==> src/rtl/cfg_pkg.sv <==
package cfg_pkg;
  typedef enum logic [1:0] {
    IV_NONE,
    IV_INC,
    IV_ZERO,
    IV_ONE
  } iv_kind_e;
endpackage

==> src/rtl/cfg_interval_timer.sv <==
module cfg_interval_timer
  import cfg_pkg::*;
#(
  parameter int unsigned TIMEOUT_T = 65536,
  parameter int unsigned WAIT_T    = 655,
  parameter int unsigned INC_LO    = 20,
  parameter int unsigned INC_HI    = 26,
  parameter int unsigned ZERO_LO   = 53,
  parameter int unsigned ZERO_HI   = 58,
  parameter int unsigned ONE_LO    = 86,
  parameter int unsigned ONE_HI    = 91
) (
  input  logic     clk_i,
  input  logic     rst_ni,
  input  logic     tick_i,
  input  logic     restart_i,
  input  logic     pulse_i,
  output iv_kind_e kind_o,
  output logic     timeout_o
);
  localparam int unsigned CW = $clog2(TIMEOUT_T + 1);

  logic [CW-1:0] cnt_q;
  logic          ref_q;
  logic          accept;

  assign accept    = pulse_i && (ref_q || cnt_q >= CW'(WAIT_T));
  assign timeout_o = (cnt_q == CW'(TIMEOUT_T));

  always_comb begin
    kind_o = IV_NONE;
    if (pulse_i && ref_q) begin
      if (cnt_q >= CW'(INC_LO) && cnt_q <= CW'(INC_HI))        kind_o = IV_INC;
      else if (cnt_q >= CW'(ZERO_LO) && cnt_q <= CW'(ZERO_HI)) kind_o = IV_ZERO;
      else if (cnt_q >= CW'(ONE_LO) && cnt_q <= CW'(ONE_HI))   kind_o = IV_ONE;
    end
  end

  always_ff @(posedge clk_i or negedge rst_ni) begin
    if (!rst_ni) begin
      cnt_q <= '0;
      ref_q <= 1'b0;
    end else if (restart_i) begin
      cnt_q <= '0;
      ref_q <= 1'b0;
    end else if (accept) begin
      cnt_q <= '0;
      ref_q <= 1'b1;
    end else if (tick_i && !timeout_o) begin
      cnt_q <= cnt_q + 1'b1;
    end
  end
endmodule

==> src/rtl/cfg_otp_bank.sv <==
module cfg_otp_bank #(
  parameter int unsigned W = 8,
  parameter int unsigned N = 3
) (
  input  logic                       clk_i,
  input  logic                       blank_ni,
  input  logic                       wr_en_i,
  input  logic [$clog2(N)-1:0]       wr_sel_i,
  input  logic [W-1:0]               wr_data_i,
  output logic [N-1:0][W-1:0]        words_o
);
  localparam int unsigned SELW = $clog2(N);

  for (genvar g = 0; g < N; g++) begin : g_word
    logic [W-1:0] cell_q;
    always_ff @(posedge clk_i or negedge blank_ni) begin
      if (!blank_ni) cell_q <= '0;
      else if (wr_en_i && wr_sel_i == SELW'(g)) cell_q <= cell_q | wr_data_i;
    end
    assign words_o[g] = cell_q;
  end
endmodule

==> src/rtl/cfg_meas_gen.sv <==
module cfg_meas_gen #(
  parameter int unsigned DIV_LOG2 = 10,
  parameter int unsigned BASE_T   = 1024,
  parameter int unsigned STEP_T   = 4,
  parameter int unsigned HIGH_T   = 512,
  parameter int unsigned NW       = 7
) (
  input  logic          clk_i,
  input  logic          rst_ni,
  input  logic          tick_i,
  input  logic [NW-1:0] step_cnt_i,
  output logic          div_o,
  output logic          inh_o
);
  localparam int unsigned PW = $clog2(BASE_T + STEP_T * ((1 << NW) - 1) + 1);

  logic [DIV_LOG2-1:0] div_q;
  logic [PW-1:0]       ph_q;
  logic [PW-1:0]       period;

  assign period = PW'(BASE_T) + PW'(STEP_T) * PW'(step_cnt_i);
  assign div_o  = div_q[DIV_LOG2-1];
  assign inh_o  = ph_q < PW'(HIGH_T);

  always_ff @(posedge clk_i or negedge rst_ni) begin
    if (!rst_ni) begin
      div_q <= '0;
      ph_q  <= '0;
    end else if (tick_i) begin
      div_q <= div_q + 1'b1;
      ph_q  <= (ph_q >= period - 1'b1) ? '0 : ph_q + 1'b1;
    end
  end
endmodule

==> src/rtl/cfg_pulse_decoder.sv <==
module cfg_pulse_decoder
  import cfg_pkg::*;
#(
  parameter int unsigned W         = 8,
  parameter int unsigned NUM_WORDS = 3,
  parameter int unsigned TIMEOUT_T = 65536,
  parameter int unsigned WAIT_T    = 655,
  parameter int unsigned INC_LO    = 20,
  parameter int unsigned INC_HI    = 26,
  parameter int unsigned ZERO_LO   = 53,
  parameter int unsigned ZERO_HI   = 58,
  parameter int unsigned ONE_LO    = 86,
  parameter int unsigned ONE_HI    = 91
) (
  input  logic                             clk_i,
  input  logic                             rst_ni,
  input  logic                             otp_blank_ni,
  input  logic                             tick_i,
  input  logic                             start_i,
  input  logic                             stop_i,
  input  logic                             mod_i,
  input  logic                             prestore_i,
  input  logic                             store_i,
  output logic [$clog2(NUM_WORDS+3)-1:0]   state_o,
  output logic                             load_o,
  output logic [NUM_WORDS*W-1:0]           cfg_o
);
  localparam int unsigned SW      = $clog2(NUM_WORDS + 3);
  localparam int unsigned SELW    = $clog2(NUM_WORDS);
  localparam int unsigned LAST_ST = NUM_WORDS + 2;
  localparam int unsigned FIRST_W = 3;

  logic [SW-1:0]                state_q;
  logic [W-1:0]                 sr_q;
  logic                         arm_q;
  logic                         loaded_q;
  logic [NUM_WORDS*W-1:0]       cfg_q;
  logic [NUM_WORDS-1:0][W-1:0]  otp_w;
  iv_kind_e                     kind;
  logic                         timeout, active, word_st, wr_en;
  logic                         div_w, inh_w;
  logic [SELW-1:0]              sel;
  logic [W-1:0]                 sel_word;

  assign active  = (state_q != '0);
  assign word_st = (state_q >= SW'(FIRST_W));
  assign sel     = SELW'(state_q - SW'(FIRST_W));
  assign wr_en   = active && word_st && store_i && arm_q && !start_i && !stop_i && !timeout;

  cfg_interval_timer #(
    .TIMEOUT_T(TIMEOUT_T), .WAIT_T(WAIT_T),
    .INC_LO(INC_LO), .INC_HI(INC_HI),
    .ZERO_LO(ZERO_LO), .ZERO_HI(ZERO_HI),
    .ONE_LO(ONE_LO), .ONE_HI(ONE_HI)
  ) u_timer (
    .clk_i, .rst_ni, .tick_i,
    .restart_i(start_i),
    .pulse_i  (mod_i && active),
    .kind_o   (kind),
    .timeout_o(timeout)
  );

  cfg_otp_bank #(.W(W), .N(NUM_WORDS)) u_otp (
    .clk_i, .blank_ni(otp_blank_ni),
    .wr_en_i(wr_en), .wr_sel_i(sel), .wr_data_i(sr_q),
    .words_o(otp_w)
  );

  cfg_meas_gen #(.NW(W - 1)) u_meas (
    .clk_i, .rst_ni, .tick_i,
    .step_cnt_i(cfg_q[W-1:1]),
    .div_o(div_w), .inh_o(inh_w)
  );

  always_ff @(posedge clk_i or negedge rst_ni) begin
    if (!rst_ni) begin
      state_q <= '0;
      sr_q    <= '0;
      arm_q   <= 1'b0;
    end else if (start_i) begin
      state_q <= SW'(1);
      sr_q    <= '0;
      arm_q   <= 1'b0;
    end else if (active) begin
      if (stop_i || timeout || wr_en) begin
        state_q <= '0;
        arm_q   <= 1'b0;
      end else begin
        if (prestore_i && word_st) arm_q <= 1'b1;
        unique case (kind)
          IV_INC:  if (state_q != SW'(LAST_ST)) state_q <= state_q + 1'b1;
          IV_ZERO: sr_q <= {1'b0, sr_q[W-1:1]};
          IV_ONE:  sr_q <= {1'b1, sr_q[W-1:1]};
          default: ;
        endcase
      end
    end
  end

  // one copy of the cells per reset, held for the consumers
  always_ff @(posedge clk_i or negedge rst_ni) begin
    if (!rst_ni) begin
      loaded_q <= 1'b0;
      cfg_q    <= '0;
    end else if (!loaded_q) begin
      loaded_q <= 1'b1;
      cfg_q    <= otp_w;
    end
  end

  always_comb begin
    sel_word = '0;
    for (int k = 0; k < NUM_WORDS; k++)
      if (state_q == SW'(k + FIRST_W)) sel_word = otp_w[k];
  end

  always_comb begin
    if (state_q == SW'(1))      load_o = div_w;
    else if (state_q == SW'(2)) load_o = inh_w;
    else if (word_st)           load_o = |(sr_q & sel_word);
    else                        load_o = 1'b0;
  end

  assign state_o = state_q;
  assign cfg_o   = cfg_q;
endmodule

==> config.mk <==
export PLATFORM = sky130hd
export DESIGN_NAME = cfg_pulse_decoder
export DESIGN_NICKNAME = d
export VERILOG_FILES = /design/src/rtl/cfg_pkg.sv /design/src/rtl/cfg_interval_timer.sv /design/src/rtl/cfg_otp_bank.sv /design/src/rtl/cfg_meas_gen.sv /design/src/rtl/cfg_pulse_decoder.sv
export SDC_FILE = /design/constraint.sdc
export NUM_CORES = 1
export LEC_CHECK = 0
export BUFFER_PORTS_ARGS = -buffer_cell sky130_fd_sc_hd__buf_2
export CORE_ASPECT_RATIO = 1.1
export CORE_MARGIN = 2
export CORE_UTILIZATION = 56
export DETAILED_ROUTE_END_ITERATION = 10
export PLACE_DENSITY = 0.84
export SLEW_MARGIN = 10
export SYNTH_ARGS = -nofsm -noshare
export SYNTH_HDL_FRONTEND = slang
export SYNTH_HIERARCHICAL = 1
export SYNTH_SLANG_ARGS = --single-unit
==> constraint.sdc <==
create_clock -name clk_i -period 2.9 [get_ports clk_i]
set_clock_uncertainty 0.05 [all_clocks]
set_input_delay 0.58 -clock clk_i [delete_from_list [all_inputs] [get_ports clk_i]]
set_output_delay 0.58 -clock clk_i [all_outputs]
set_load 0.005 [all_outputs]
; ---- Yosys cells after proc, flatten, opt, wreduce, memory -nomap -nowiden
; Cells that the tools add are included.
[totals]
regBits = 100
latch_bits = 0
ram_bits = 0
romBits = 0
in_bits = 9
out_inout_bits = 28
memories = 0
[classes]
n_addsub = 7
n_mul = 0
div_mod_pow = 0
magnitude_cmp = 10
eq_ne = 13
shifts = 0
muxes = 29
n_bitwise = 4
n_reduce_logical = 36
[op_table]
columns = op, count
row1 = $mux W17, 3
row2 = $mux W8, 6
row3 = $or A8 B8 Y8, 3
row4 = $reduce_bool A3 Y1, 6
row5 = $add A17 B1 Y17 const B, 1
row6 = $eq A17 B17 Y1 const B, 1
row7 = $ge A17 B10 Y1 const B, 1
row8 = $ge A17 B5 Y1 const B, 1
row9 = $ge A17 B6 Y1 const B, 1
row10 = $ge A17 B7 Y1 const B, 1
row11 = $le A17 B5 Y1 const B, 1
row12 = $le A17 B6 Y1 const B, 1
row13 = $le A17 B7 Y1 const B, 1
row14 = $logic_and A1 B1 Y1, 17
row15 = $pmux W8 S2, 1
row16 = $mux W3, 5
row17 = $add A11 B1 Y11 const B, 1
row18 = $add A11 B9 Y11 const A, 1
row19 = $ge A11 B11 Y1, 1
row20 = $lt A11 B10 Y1 const B, 1
row21 = $mux W11, 1
row22 = $sub A11 B1 Y11 const B, 1
row23 = $add A10 B1 Y10 const B, 1
row24 = $mux W1, 9
row25 = other kinds (19), 33

; ---- Longest topological paths before layout
[logic_depth]
depth_word = 11
mapped_depth = 12
depth_no_buf = 11

; ---- By module
; Netlist, hierarchy kept.
[by_module_without_submodules]
columns = mod, instances, cells_each, area_per_inst_um2
row1 = cfg_pulse_decoder, 1, 203, 2120.8
row2 = cfg_interval_timer, 1, 139, 1330.0
row3 = cfg_meas_gen, 1, 132, 1272.5
row4 = cfg_otp_bank, 1, 63, 902.1

; ---- Worst setup path before layout
; No wires, ideal clock.
[synth_timing]
kind = reg2reg
startpoint = register state_q[0] (netlist: state_o[0])
endpoint = register sr_q[0]
arrival_ns = 2.476
slack_ns = 0.242
path_stages_with_launch = 13
path_buffers = 2
cell_sequence = dfrtp_1 inv_1 ha_1 buf_6 nand2b_4 and2_1 clkbuf_1 nand2_1 a211oi_1 nand3_2 a31oi_4 mux2i_1 nor2_1
[synth_lines]
columns = item, line_no
row1 = start: declaration, cfg_pulse_decoder.sv:33  ; logic [SW-1:0] state_q;
row2 = start signal: assignment, cfg_pulse_decoder.sv:91  ; IV_INC: if (state_q != SW'(LAST_ST)) state_q <= state_q + 1'b1;
row3 = $reduce_bool A3 Y1 *, cfg_pulse_decoder.sv:45  ; assign active = (state_q != '0);
row4 = $logic_and A1 B1 Y1 *, cfg_pulse_decoder.sv:58  ; .pulse_i (mod_i && active),
row5 = $logic_and A1 B1 Y1 *, cfg_interval_timer.sv:32  ; if (pulse_i && ref_q) begin
row6 = $mux W2 *, cfg_interval_timer.sv:32
row7 = net kind[1], cfg_pulse_decoder.sv:39  ; iv_kind_e kind;
row8 = $eq A2 B2 Y1, cfg_pulse_decoder.sv:90  ; unique case (kind)
row9 = $reduce_bool A3 Y1 (no line) *, -
row10 = $reduce_and A3 Y1 (no line) *, -
row11 = end signal: assignment, cfg_pulse_decoder.sv:92  ; IV_ZERO: sr_q <= {1'b0, sr_q[W-1:1]};
row12 = end signal: assignment, cfg_pulse_decoder.sv:93  ; IV_ONE: sr_q <= {1'b1, sr_q[W-1:1]};
row13 = end: declaration, cfg_pulse_decoder.sv:34  ; logic [W-1:0] sr_q;
; Mark *: on every way through the listed nets, which the timed path passes. The rest lies on a longest branch.
; A chain may end at the register's enable or synchronous reset.

; ---- Final worst setup path
[layout_timing]
startpoint = register state_q[1] (netlist: state_o[1])
endpoint = output load_o
[layout_between]
elab_chain_cells = 9
[layout_rtl]
columns = item, line_no
row1 = $eq A3 B2 Y1, cfg_pulse_decoder.sv:114  ; if (state_q == SW'(k + FIRST_W)) sel_word = otp_w[k];
row2 = $mux W8 (3 in series), cfg_pulse_decoder.sv:114
row3 = $and A8 B8 Y8, cfg_pulse_decoder.sv:120  ; else if (word_st) load_o = |(sr_q & sel_word);
row4 = $reduce_or A8 Y1, cfg_pulse_decoder.sv:120
row5 = $mux W1, cfg_pulse_decoder.sv:120
row6 = $mux W1, cfg_pulse_decoder.sv:119  ; else if (state_q == SW'(2)) load_o = inh_w;
row7 = $mux W1 *, cfg_pulse_decoder.sv:118  ; if (state_q == SW'(1)) load_o = div_w;
row8 = end: declaration, cfg_pulse_decoder.sv:25  ; output logic load_o,
; Mark *: on every way between the ends. The rest lies on a longest branch, timed or not.

==> impl_metrics.csv <==
group,metric,value,unit
hold_path,min_path_type,"primary input to asynchronous set/reset pin",
power_and_ir_drop,swShare,29.03,%
floorplan,io_pins,37,
power_and_ir_drop,leakage,2.788,nW
power_and_ir_drop,power.switching,845.5,uW
flow_run,maxCapViolCount,0,
cts,root_buffer,"clkbuf_8",
critical_path,reg2reg_from,"u_timer/cnt_q[1]",
grt,grt_pass1_vias,4549,
cts,worstSkewPairLatency,0.37,ns
power_and_ir_drop,p_comb_share,14.8,%
timing,slew_headroom,33.17,%
cts,cts_tree,"yes",
grt,antenna_found_initial,0,
finish,final_cell_mix,"dfrtp_1 (99), nand2_1 (46), buf_2 (35)",
power_and_ir_drop,finalPower,2.913,mW
logic_synthesis,syn_area_per_cell,10.48,um2
route,drt_iter0_drc,252,
logic_synthesis,yosysSeqAreaShare,44.48,%
logic_synthesis,synthArstFlopShare,100.0,%
critical_path,path_class,"register to primary output",
run_status,outcome,"finished, violations left",
place,dp_hpwl,8.540,mm
route,dr.pass1.iters,5,
grt,grt_max_degree,77,
logic_synthesis,ys.flop_type,"dfrtp_1",
finish,antenna_cells,0,
route,wl_per_cell,18.08,um
timing,setup_slack,-0.09182,ns
logic_synthesis,synthTopCellsByArea,"dfrtp_1 (44%), ha_1 (4.4%), mux2_2 (3.4%), nand2_1 (3.1%), xor2_1 (2.6%)",
finish,drive_above_1_share,24.04,%
power_and_ir_drop,powerDensity,472.1,nW/um2
route,vias,4376,
cts,cts_hold_buf,0,
logic_synthesis,yosysTopAreaCell,"dfrtp_1",
cts,cts_max_path_buffers,2,
logic_synthesis,syn-instance-count,537,
route,routed_via_density,6.305,
critical_path,r2r_slack,0.20,ns
logic_synthesis,syn_nets,566,
timing,min_period,2.992,ns
timing,max_freq,334.2,MHz
route,drcViolationCount,0,
route,drt-total-wl,12.55,mm
logic_synthesis,synth_edf_count,0,
power_and_ir_drop,ir_drop,0.0002707,V
logic_synthesis,synth_cell_type_count,73,
grt,grt-ovfl-total,0,
place,gp_congestion,0.8817,
route,ant_nets,0,
logic_synthesis,synth-seq-cells,100,
power_and_ir_drop,clkPwrFrac,30.0,%
logic_synthesis,yosysTopAreaCellShare,44.48,%
timing,drv_slew,0,
critical_path,worstRegToRegCells,11,
critical_path,cp.arrival,2.36,ns
finish,fin_nets,599,
power_and_ir_drop,internal-power,2.067,mW
grt,grt_pass1_wl,21.40,mm
timing,period_share,103.2,%
logic_synthesis,yosysWarningCount,6,
grt,grt.total_usage,24.40,%
critical_path,crit_required,2.27,ns
floorplan,dieHeight,109.1,um
critical_path,worstPathMaxFanout,8,
floorplan,die_width,99.56,um
run_status,violations,"setup timing",
critical_path,crit_path_end_kind,"primary output",
power_and_ir_drop,seqPwrFrac,55.2,%
cts,cts.sinks,100,
timing,tightestPinTransition,1.002,ns
floorplan,core,9842,um2
timing,setup_viol,1,
finish,area_growth_syn_to_layout,9.675,%
place,io_buffer_count,36,
timing,fin_tns_setup,-0.09182,ns
timing,grt_setup_unrepaired,"yes",
floorplan,initial_core_util,57.16,%
finish,final_common_cell,"dfrtp_1",
critical_path,r2r-end,"sr_q[1]",
floorplan,dieArea,10860,um2
floorplan,rows,38,
cts,cts_buffers,9,
cts,htreeDepth,3,
logic_synthesis,synth_area,5625,um2
critical_path,startpoint_type,"register",
timing,hold_violations,0,
cts,clk_pin_slew_worst_paths,0.10,ns
-- stage by stage --
| step | hold WS [ns] | util [%] | std cells | cell area, um2 | setup WS (ns) |
|---|---|---|---|---|---|
| 3_5_place_dp | 0.4156 | 59.03 | 671 | 5809 | 0.04004 |
| 4_1_cts | 0.1447 | 62.01 | 691 | 6103 | -0.03914 |
| 2_1_floorplan | 0.2344 | - | 537 | 5625 | 0.2417 |
| 3_3_place_gp | 0.4103 | 59.03 | 671 | 5809 | 0.1061 |
| 5_1_grt | 0.1672 | 62.69 | 694 | 6170 | -0.1465 |
| 6_report | 0.1448 | 62.69 | 694 | 6170 | -0.09182 |
-- repair_timing --
| item | in CTS | in global routing |
|---|---|---|
| setup buffers | 5 | 3 |
| pin swaps | 4 | 6 |
| setup endpoints to repair | 1 | 10 |
| gates resized for setup | 13 | 6 |
-- metal layers --
metal | wire (um) | track usage [%] | vias to the layer above | share of wire [%]
met5 | 0 | 0 | - | 0
met4 | 288 | 11.06 | 0 | 2.3
met3 | 530 | 3.718 | 28 | 4.2
met2 | 6336 | 42.28 | 152 | 50
met1 | 5395 | 30.24 | 2205 | 43
li1 | - | - | 1991 | -
-- Yosys cell counts, types with 8 or more instances --
master	instances
xor2_1	17
mux2_2	17
ha_1	20
nand3_1	21
mux2i_1	9
dfrtp_1	100
inv_1	21
a211oi_2	9
nor2_1	26
a31oi_1	9
xnor2_1	13
o21ai_0	18
a221oi_1	8
a21oi_1	25
nand4_1	12
clkbuf_1	10
nand2_1	46
buf_6	10
o21bai_1	16
and3_1	8
-- power groups by stage --
| stage | Sequential [mW] | Clock [mW] | Combinational [mW] |
|---|---|---|---|
| 6_report | 1.61 | 0.874 | 0.430 |
| 5_1_grt | 1.63 | 0.939 | 0.483 |
| 4_1_cts | 1.61 | 0.889 | 0.419 |
| 3_5_place_dp | 1.63 | 0 | 0.400 |
| 3_3_place_gp | 1.63 | 0 | 0.375 |
| 2_1_floorplan | 1.60 | 0 | 0.313 |
-- worst max-delay path, cell delays in order (launching register included) --
cell and delay, ns:
dfrtp_2 0.46, ha_4 0.18, ha_4 0.18, buf_6 0.15, nand4b_1 0.08, o21ai_1 0.10
nor4_1 0.31, a21oi_1 0.11, a221o_1 0.28, buf_2 0.13
-- worst max path at each step --
| stage | startpoint | endpoint | slack, ns | cells after the start |
|---|---|---|---|---|
| 5_1_grt | state_o[1] | load_o | -0.15 | 8 |
| 2_1_floorplan | state_o[0] | sr_q[0] | 0.24 | 12 |
| 4_1_cts | state_o[1] | load_o | -0.04 | 9 |
| 3_5_place_dp | state_o[1] | load_o | 0.04 | 7 |
| 3_3_place_gp | state_o[1] | load_o | 0.11 | 7 |
| 6_report | state_o[1] | load_o | -0.09 | 9 |
-- cell families (layout without fill, tap and decap cells) --
| logic type | after synthesis | in the layout | share of synthesized area, % |
|---|---|---|---|
| buffers and inverters | 54 | 91 | 5.560 |
| AOI/OAI and AO/OA | 130 | 130 | 17.93 |
| and+or+nand+nor | 176 | 176 | 17.84 |
| other | 1 | 1 | 0.06666 |
| DFF | 100 | 100 | 44.48 |
| adders and majority gates | 20 | 20 | 4.448 |
| muxes | 26 | 26 | 5.004 |
| xor gates and xnor gates | 30 | 30 | 4.671 |
-- sequential cells by signal (all words and copies together), names as in the netlist, 3 cells and up --
register	cells
cfg_o	24
u_otp/g_word.cell_q	24
u_timer/cnt_q	17
u_meas/ph_q	11
u_meas/div_q	10
sr_q	8
state_o	3
-- final cells by class --
class	instances	area (um2)
fill	772	3672
multi-input combinational	383	2897
sequential	100	2504
timing repair buffer	54	346.6
tap	120	150.1
clock buffer	9	123.9
inverter	22	82.58
clock inverter	6	66.31
Note: power is estimated with default switching activity, not from simulation.
